<file path="config.mk">
export PLATFORM = sky130hd
export DESIGN_NAME = dtx_xlate
export DESIGN_NICKNAME = d
export VERILOG_FILES = /design/src/rtl/dtx_pkg.sv /design/src/rtl/dtx_align.sv /design/src/rtl/dtx_classify.sv /design/src/rtl/dtx_status.sv /design/src/rtl/dtx_fault_regs.sv /design/src/rtl/dtx_xlate.sv
export SDC_FILE = /design/constraint.sdc
export NUM_CORES = 1
export LEC_CHECK = 0
export BUFFER_PORTS_ARGS = -buffer_cell sky130_fd_sc_hd__buf_4
export CAP_MARGIN = 25
export CORE_AREA = 2 2 145 147
export CTS_CLUSTER_DIAMETER = 60
export DETAILED_ROUTE_END_ITERATION = 8
export DIE_AREA = 0 0 147 149
export PLACE_DENSITY = 0.66
export SLEW_MARGIN = 20
export SYNTH_ARGS = -nofsm -noshare
export SYNTH_HDL_FRONTEND = slang
export SYNTH_SLANG_ARGS = --single-unit
</file>
<file path="constraint.sdc">
create_clock -name clk -period 2.35 [get_ports clk]
set_input_delay 0.1175 -clock clk [delete_from_list [all_inputs] [get_ports clk]]
set_output_delay 0.1175 -clock clk [all_outputs]
set_load 0.05 [all_outputs]
</file>
<file path="src/rtl/dtx_pkg.sv">
package dtx_pkg;
  typedef enum logic [2:0] {
    FLT_NONE      = 3'd0,
    FLT_ALIGN     = 3'd1,
    FLT_MISS_PTE  = 3'd2,
    FLT_MISS_DATA = 3'd3,
    FLT_ACV       = 3'd4,
    FLT_PAGE      = 3'd5,
    FLT_MCHK      = 3'd6
  } flt_e;

  localparam int NFLAG   = 6;
  localparam int ST_WR   = 0;
  localparam int ST_ACV  = 1;
  localparam int ST_FOR  = 2;
  localparam int ST_FOW  = 3;
  localparam int ST_BAD  = 4;
  localparam int ST_MISS = 5;

  localparam int OPC_W   = 6;
  localparam int RA_W    = 5;
  localparam int STAT_W  = OPC_W + RA_W + NFLAG;

  localparam int MODE_W  = 2;
  localparam int NMODE   = 1 << MODE_W;
  localparam logic [MODE_W-1:0] MODE_KERNEL = '0;
endpackage

</file>
<file path="src/rtl/dtx_align.sv">
module dtx_align #(
  parameter int SZW   = 2,
  parameter int LOW_W = (1 << SZW) - 1
) (
  input  logic [SZW-1:0]   size_code,
  input  logic [LOW_W-1:0] va_lo,
  output logic             misaligned
);
  logic [LOW_W-1:0] mask;

  // A low address bit must be clear whenever it lies inside the access size.
  for (genvar i = 0; i < LOW_W; i++) begin : g_mask
    assign mask[i] = (int'(size_code) > i);
  end

  assign misaligned = |(va_lo & mask);
endmodule

</file>
<file path="src/rtl/dtx_classify.sv">
module dtx_classify
  import dtx_pkg::*;
#(
  parameter int VA_W    = 48,
  parameter int PA_W    = 44,
  parameter int PA_IMPL = 41,
  parameter int VA_IMPL = 43,
  parameter int PG_SH   = 13,
  parameter int SP_LO   = 41,
  parameter int SP_TAG  = 126,
  parameter int PPN_W   = PA_W - PG_SH
) (
  input  logic [VA_W-1:0]   va,
  input  logic              is_store,
  input  logic              phys,
  input  logic              pte_load,
  input  logic              misaligned,
  input  logic [MODE_W-1:0] mode_eff,
  input  logic              sp_en,
  input  logic              hit,
  input  logic [PPN_W-1:0]  ppn,
  input  logic [NMODE-1:0]  rd_en,
  input  logic [NMODE-1:0]  wr_en,
  input  logic              f_or,
  input  logic              f_ow,
  output flt_e              fault,
  output logic [NFLAG-1:0]  flags,
  output logic [PA_W-1:0]   paddr
);
  localparam int SPW = VA_W - SP_LO;
  localparam int HIW = VA_W - VA_IMPL + 1;

  logic [HIW-1:0] va_hi;
  logic           va_bad;
  logic           in_sp;
  logic [PA_W-1:0] xl_pa;

  assign va_hi  = va[VA_W-1:VA_IMPL-1];
  assign va_bad = !((&va_hi) || !(|va_hi));
  assign in_sp  = sp_en && (va[VA_W-1:SP_LO] == SPW'(SP_TAG));
  assign xl_pa  = {ppn, va[PG_SH-1:0]};

  always_comb begin
    fault = FLT_NONE;
    flags = '0;
    paddr = '0;
    if (misaligned) begin
      fault         = FLT_ALIGN;
      flags[ST_WR]  = is_store;
    end else if (phys) begin
      paddr = va[PA_W-1:0];
      if (|va[VA_W-1:PA_IMPL]) fault = FLT_MCHK;
    end else if (va_bad) begin
      fault          = FLT_PAGE;
      flags[ST_WR]   = is_store;
      flags[ST_BAD]  = 1'b1;
      flags[ST_ACV]  = 1'b1;
    end else if (in_sp) begin
      if (mode_eff == MODE_KERNEL) begin
        paddr = PA_W'(va[PA_IMPL-1:0]);
      end else begin
        fault         = FLT_ACV;
        flags[ST_WR]  = is_store;
        flags[ST_ACV] = 1'b1;
      end
    end else if (!hit) begin
      fault          = pte_load ? FLT_MISS_PTE : FLT_MISS_DATA;
      flags[ST_WR]   = is_store;
      flags[ST_MISS] = 1'b1;
    end else begin
      paddr = xl_pa;
      if (is_store) begin
        flags[ST_WR] = 1'b1;
        if (!wr_en[mode_eff]) begin
          fault         = FLT_ACV;
          flags[ST_ACV] = 1'b1;
          flags[ST_FOW] = f_ow;
        end else if (f_ow) begin
          fault         = FLT_PAGE;
          flags[ST_FOW] = 1'b1;
        end
      end else begin
        if (!rd_en[mode_eff]) begin
          fault         = FLT_ACV;
          flags[ST_ACV] = 1'b1;
          flags[ST_FOR] = f_or;
        end else if (f_or) begin
          fault         = FLT_PAGE;
          flags[ST_FOR] = 1'b1;
        end
      end
      if (fault == FLT_NONE && (|xl_pa[PA_W-1:PA_IMPL])) fault = FLT_MCHK;
    end
  end
endmodule

</file>
<file path="src/rtl/dtx_status.sv">
module dtx_status
  import dtx_pkg::*;
#(
  parameter int VA_W  = 48,
  parameter int PG_SH = 13
) (
  input  logic [OPC_W-1:0]  opcode,
  input  logic [RA_W-1:0]   ra,
  input  logic [NFLAG-1:0]  flags,
  input  logic [VA_W-1:0]   va,
  input  logic [VA_W-1:0]   pt_base,
  output logic [STAT_W-1:0] stat,
  output logic [VA_W-1:0]   form
);
  localparam int VPN_W = VA_W - PG_SH;

  logic [VPN_W-1:0] vpn;
  assign vpn  = va[VA_W-1:PG_SH];
  assign stat = {opcode, ra, flags};
  assign form = pt_base | VA_W'({vpn, 3'b000});
endmodule

</file>
<file path="src/rtl/dtx_fault_regs.sv">
module dtx_fault_regs
  import dtx_pkg::*;
#(
  parameter int VA_W = 48
) (
  input  logic              clk,
  input  logic              rst_n,
  input  logic              upd,
  input  logic [VA_W-1:0]   va_in,
  input  logic [STAT_W-1:0] stat_in,
  input  logic [VA_W-1:0]   form_in,
  output logic [VA_W-1:0]   va_q,
  output logic [STAT_W-1:0] stat_q,
  output logic [VA_W-1:0]   form_q
);
  always_ff @(posedge clk or negedge rst_n) begin
    if (!rst_n) begin
      va_q   <= '0;
      stat_q <= '0;
      form_q <= '0;
    end else if (upd) begin
      va_q   <= va_in;
      stat_q <= stat_in;
      form_q <= form_in;
    end
  end
endmodule

</file>
<file path="src/rtl/dtx_xlate.sv">
module dtx_xlate
  import dtx_pkg::*;
#(
  parameter int VA_W    = 48,
  parameter int PA_W    = 44,
  parameter int PA_IMPL = 41,
  parameter int VA_IMPL = 43,
  parameter int PG_SH   = 13,
  parameter int SP_LO   = 41,
  parameter int SP_TAG  = 126,
  parameter int ASN_W   = 8,
  parameter int SZW     = 2,
  parameter int VPN_W   = VA_W - PG_SH,
  parameter int PPN_W   = PA_W - PG_SH
) (
  input  logic              clk,
  input  logic              rst_n,
  input  logic              req_valid,
  output logic              req_ready,
  input  logic [VA_W-1:0]   req_va,
  input  logic [SZW-1:0]    req_size,
  input  logic              req_store,
  input  logic              req_phys,
  input  logic              req_alt,
  input  logic              req_pte,
  input  logic              req_nofault,
  input  logic [ASN_W-1:0]  req_asn,
  input  logic [5:0]        req_opcode,
  input  logic [4:0]        req_ra,
  input  logic [1:0]        cur_mode,
  input  logic [1:0]        alt_mode,
  input  logic              sp_en,
  input  logic [VA_W-1:0]   pt_base,
  output logic [VPN_W-1:0]  lkp_vpn,
  output logic [ASN_W-1:0]  lkp_asn,
  input  logic              tlb_hit,
  input  logic [PPN_W-1:0]  tlb_ppn,
  input  logic [3:0]        tlb_rd_en,
  input  logic [3:0]        tlb_wr_en,
  input  logic              tlb_for,
  input  logic              tlb_fow,
  output logic              rsp_valid,
  input  logic              rsp_ready,
  output logic [PA_W-1:0]   rsp_paddr,
  output logic [2:0]        rsp_fault,
  output logic [VA_W-1:0]   flt_va,
  output logic [16:0]       flt_stat,
  output logic [VA_W-1:0]   flt_form
);
  localparam int LOW_W = (1 << SZW) - 1;

  logic              accept;
  logic              misaligned;
  logic [MODE_W-1:0] mode_eff;
  flt_e              fault_c;
  logic [NFLAG-1:0]  flags_c;
  logic [PA_W-1:0]   paddr_c;
  logic [STAT_W-1:0] stat_c;
  logic [VA_W-1:0]   form_c;
  logic              recordable;
  logic              upd;

  assign req_ready = !rsp_valid || rsp_ready;
  assign accept    = req_valid && req_ready;
  assign lkp_vpn   = req_va[VA_W-1:PG_SH];
  assign lkp_asn   = req_asn;
  assign mode_eff  = req_alt ? alt_mode : cur_mode;

  dtx_align #(.SZW(SZW), .LOW_W(LOW_W)) u_align (
    .size_code  (req_size),
    .va_lo      (req_va[LOW_W-1:0]),
    .misaligned (misaligned)
  );

  dtx_classify #(
    .VA_W(VA_W), .PA_W(PA_W), .PA_IMPL(PA_IMPL), .VA_IMPL(VA_IMPL),
    .PG_SH(PG_SH), .SP_LO(SP_LO), .SP_TAG(SP_TAG), .PPN_W(PPN_W)
  ) u_cls (
    .va         (req_va),
    .is_store   (req_store),
    .phys       (req_phys),
    .pte_load   (req_pte),
    .misaligned (misaligned),
    .mode_eff   (mode_eff),
    .sp_en      (sp_en),
    .hit        (tlb_hit),
    .ppn        (tlb_ppn),
    .rd_en      (tlb_rd_en),
    .wr_en      (tlb_wr_en),
    .f_or       (tlb_for),
    .f_ow       (tlb_fow),
    .fault      (fault_c),
    .flags      (flags_c),
    .paddr      (paddr_c)
  );

  dtx_status #(.VA_W(VA_W), .PG_SH(PG_SH)) u_stat (
    .opcode  (req_opcode),
    .ra      (req_ra),
    .flags   (flags_c),
    .va      (req_va),
    .pt_base (pt_base),
    .stat    (stat_c),
    .form    (form_c)
  );

  // Machine checks and clean results leave the fault registers alone.
  assign recordable = (fault_c != FLT_NONE) && (fault_c != FLT_MCHK);
  assign upd        = accept && recordable && !req_pte && !req_nofault;

  dtx_fault_regs #(.VA_W(VA_W)) u_regs (
    .clk     (clk),
    .rst_n   (rst_n),
    .upd     (upd),
    .va_in   (req_va),
    .stat_in (stat_c),
    .form_in (form_c),
    .va_q    (flt_va),
    .stat_q  (flt_stat),
    .form_q  (flt_form)
  );

  always_ff @(posedge clk or negedge rst_n) begin
    if (!rst_n) begin
      rsp_valid <= 1'b0;
      rsp_paddr <= '0;
      rsp_fault <= '0;
    end else begin
      if (accept) begin
        rsp_valid <= 1'b1;
        rsp_paddr <= paddr_c;
        rsp_fault <= fault_c;
      end else if (rsp_ready) begin
        rsp_valid <= 1'b0;
      end
    end
  end
endmodule

</file>
==> results.toml <==
[finish]
fillers = 1738
area_of_the_multi_input_gates_sq_um = 2660
drive_gt1_share_pct = 47.5
most_frequent_standard_cell_in_the_layout_excluding_fill_and_tap_cells = "buf_4"
layout.nets = 1253
layout-area-overhead-vs-synth_pct = 64.0
register_area_sq_um = 4030
layout.cells.non_filler = 1367
final_cell_mix = "buf_4, dfrtp_1, dlygate4sd3_1"
antenna_diode_count = 0
layout.cell_area.non_filler_sq_um = 12000

[floorplan]
initial_util_pct = 35.6
die_width_um = 147
boundaryPins = 378
std_cell_rows = 53
die-area_sq_um = 21900
floorplan.die.height_um = 149
core_area_sq_um = 20600

[synth]
synth_ff_type = "dfrtp_1"
ys_ff_latch = 161
syn-mean-instance-area_sq_um = 11.9
synth-seq-area-share_pct = 55.0
edff_count_synth = 0
synth-warning-count = 0
synth_cells = 616
mappedNetlistArea_sq_um = 7320
netlist-cell-type-count = 46
syn-num-nets = 789
synth_async_sr_flop_share_pct = 100

[min_path]
hold_class = "in -> reg"

[placed_design]
hpwl_um = 16100
postPlaceCellArea_sq_um = 10300
globalplace.congestion = 0.872
dp.cells = 1219
port-buffer-count = 361

[clock_network]
ctsRootBufferMaster = "clkbuf_16"
clock_tree_from_tritoncts = "done"
h-tree-depth = 4
postCtsSetupBuffers = 0
worst_skew_pair.late_latency_ps = 410
cts.sinks = 161
worst_setup_hold_path_clk_slew_ps = 70
cts-root-to-sink-buffers = 2
cts_made_buffers = 17

[grt]
via_count_of_the_first_global_routing_pass = 6654
pin_count_of_the_biggest_net_entering_global_routing = 72
first_pass_grt_wire_length_um = 36700
grt_remaining_overflow = 0
groute.usage.overall_pct = 21.2
grt_antenna_before_repair = 0

[route]
detailroute.via_count = 6461
detail_route.vias_per_cell = 4.73
drtAntennaViolNets = 0
wl_per_cell_um = 17.1
route.detailed.drc = 0
starting_drt_drc_count = 243
drtPass1Iterations = 4
drt-total-wl_um = 23400

[power_and_ir_drop]
power.static_leakage_nw = 5.87
power.ir.vdd_worst_uv = 445
power.density_cell_area_nw_per_um2 = 849

[timing]
final-setup-viol-count = 0
timing_hold_violations_final = 0
worst-slew-pin-transition_ps = 605
slew-limit-headroom_pct = 59.6
final.min_clock_period_ps = 2220
slew_violations = 0
fmax_mhz = 450
rsz_0062_raised_after_global_routing = "false"
min_period_over_period_pct = 94.5
final_skew_ps = 6.37

[setup_path]
timing.critical_path.fanout_max = 17
critPathLaunchType = "input pin"
worstSetupPathType = "in -> reg"
worst_ep_arrival_time_ps = 2520
crit_path_end_kind = "flop"
required_ps = 2650

[run_status]
run_status = "completed"

[run]
max-cap-violations = 0
[Yosys cell counts, drive strengths merged (2+ instances only)]
cell	count	share of area, %
a21oi	5	0.34
inv	42	2.2
nor2	47	2.4
clkbuf	17	0.87
a22o	13	1.6
nor3	4	0.27
mux2i	37	5.1
o32a	2	0.27
mux2	78	14
nand4	4	0.34
o211ai	2	0.21
o21ai	39	2.7
o221ai	2	0.41
or3	3	0.26
dfrtp	161	55
nand4b	2	0.24
nand2b	4	0.34
buf	57	5.9
nor2b	3	0.26
a22oi	31	3.2
nand2	43	2.2
[report_power, final]
group	internal [mW]	leakage (nW)	switching [mW]
Sequential	3.25	1.94	0.283
Combinational	1.45	3.68	2.62
Clock	1.40	0.261	1.20
Total	6.10	5.87	4.10
[kinds of logic after synthesis]
logic type | share of synthesized area, %
buf+inv | 8.89
simple gates | 6.97
mux | 18.7
flops | 55.0
compound gates | 10.4
[registers in the layout (all words and copies together), names as in the netlist]
signal / count
rsp_valid: 1
rsp_paddr: 44
u_regs.va_q: 48
u_regs.stat_q: 17
u_regs.form_q: 48
rsp_fault: 3
[routing by layer]
| metal | up-vias | wire length, um | track usage [%] |
|---|---|---|---|
| li1 | 3015 | - | - |
| met1 | 3164 | 9550 | 26.4 |
| met2 | 244 | 11700 | 36.2 |
| met3 | 38 | 1470 | 5.32 |
| met4 | 0 | 637 | 7.21 |
| met5 | - | 0 | 0 |
[repair_timing]
action                                  CTS  global route
hold buffers                            117             0
endpoints found under the setup margin    0             1
resized for setup                         0             1
hold endpoints to repair                285             0
[final timing paths]
path / startpoint / to / slack (ps) / depth (start not counted)
setup / recovery: req_va[2] / u_regs.form_q[41] / 130 / 9
setup reg to reg: rsp_valid / u_regs.form_q[41] / 230 / 6
hold reg to reg: rsp_paddr[30] / rsp_paddr[30] / 480 / 2
max in group asynchronous: rst_n / u_regs.form_q[13] / 1510 / 3
hold / removal: tlb_ppn[7] / rsp_paddr[20] / 20 / 3
min in group asynchronous: rst_n / u_regs.form_q[38] / 130 / 2
[critical path, cell delays in order]
cell and delay [ps]:
dlygate4sd3_1 530, buf_4 130, a21oi_1 60, o21ai_1 410, a2111oi_4 90, o21a_1 220, nor2_4 270, buf_4 320
mux2_2 370
[area by class of cell]
cell class	instances	area share [%]
Clock inverter	13	0.876
Inverter	42	1.31
Timing Repair Buffer	519	35.6
Clock buffer	18	3.66
Sequential cell	161	33.6
Multi-Input combinational cell	339	22.2
Tap cell	275	2.87
[through the flow]
stage	power, mW	hold WS, ps	setup WS (ps)	util [%]	setup TNS (ps)
floorplan	6.13	-178	2.27	-	0
finish	10.2	17.5	128	58.4	0
global route	10.6	4.74	30.9	58.4	0
CTS	10.3	1.85	148	58.4	0
global placement	7.45	9.60	-229	50.0	-19760
detailed placement	7.49	11.5	-288	50.0	-25380
Power figures use the tool's default switching activity.
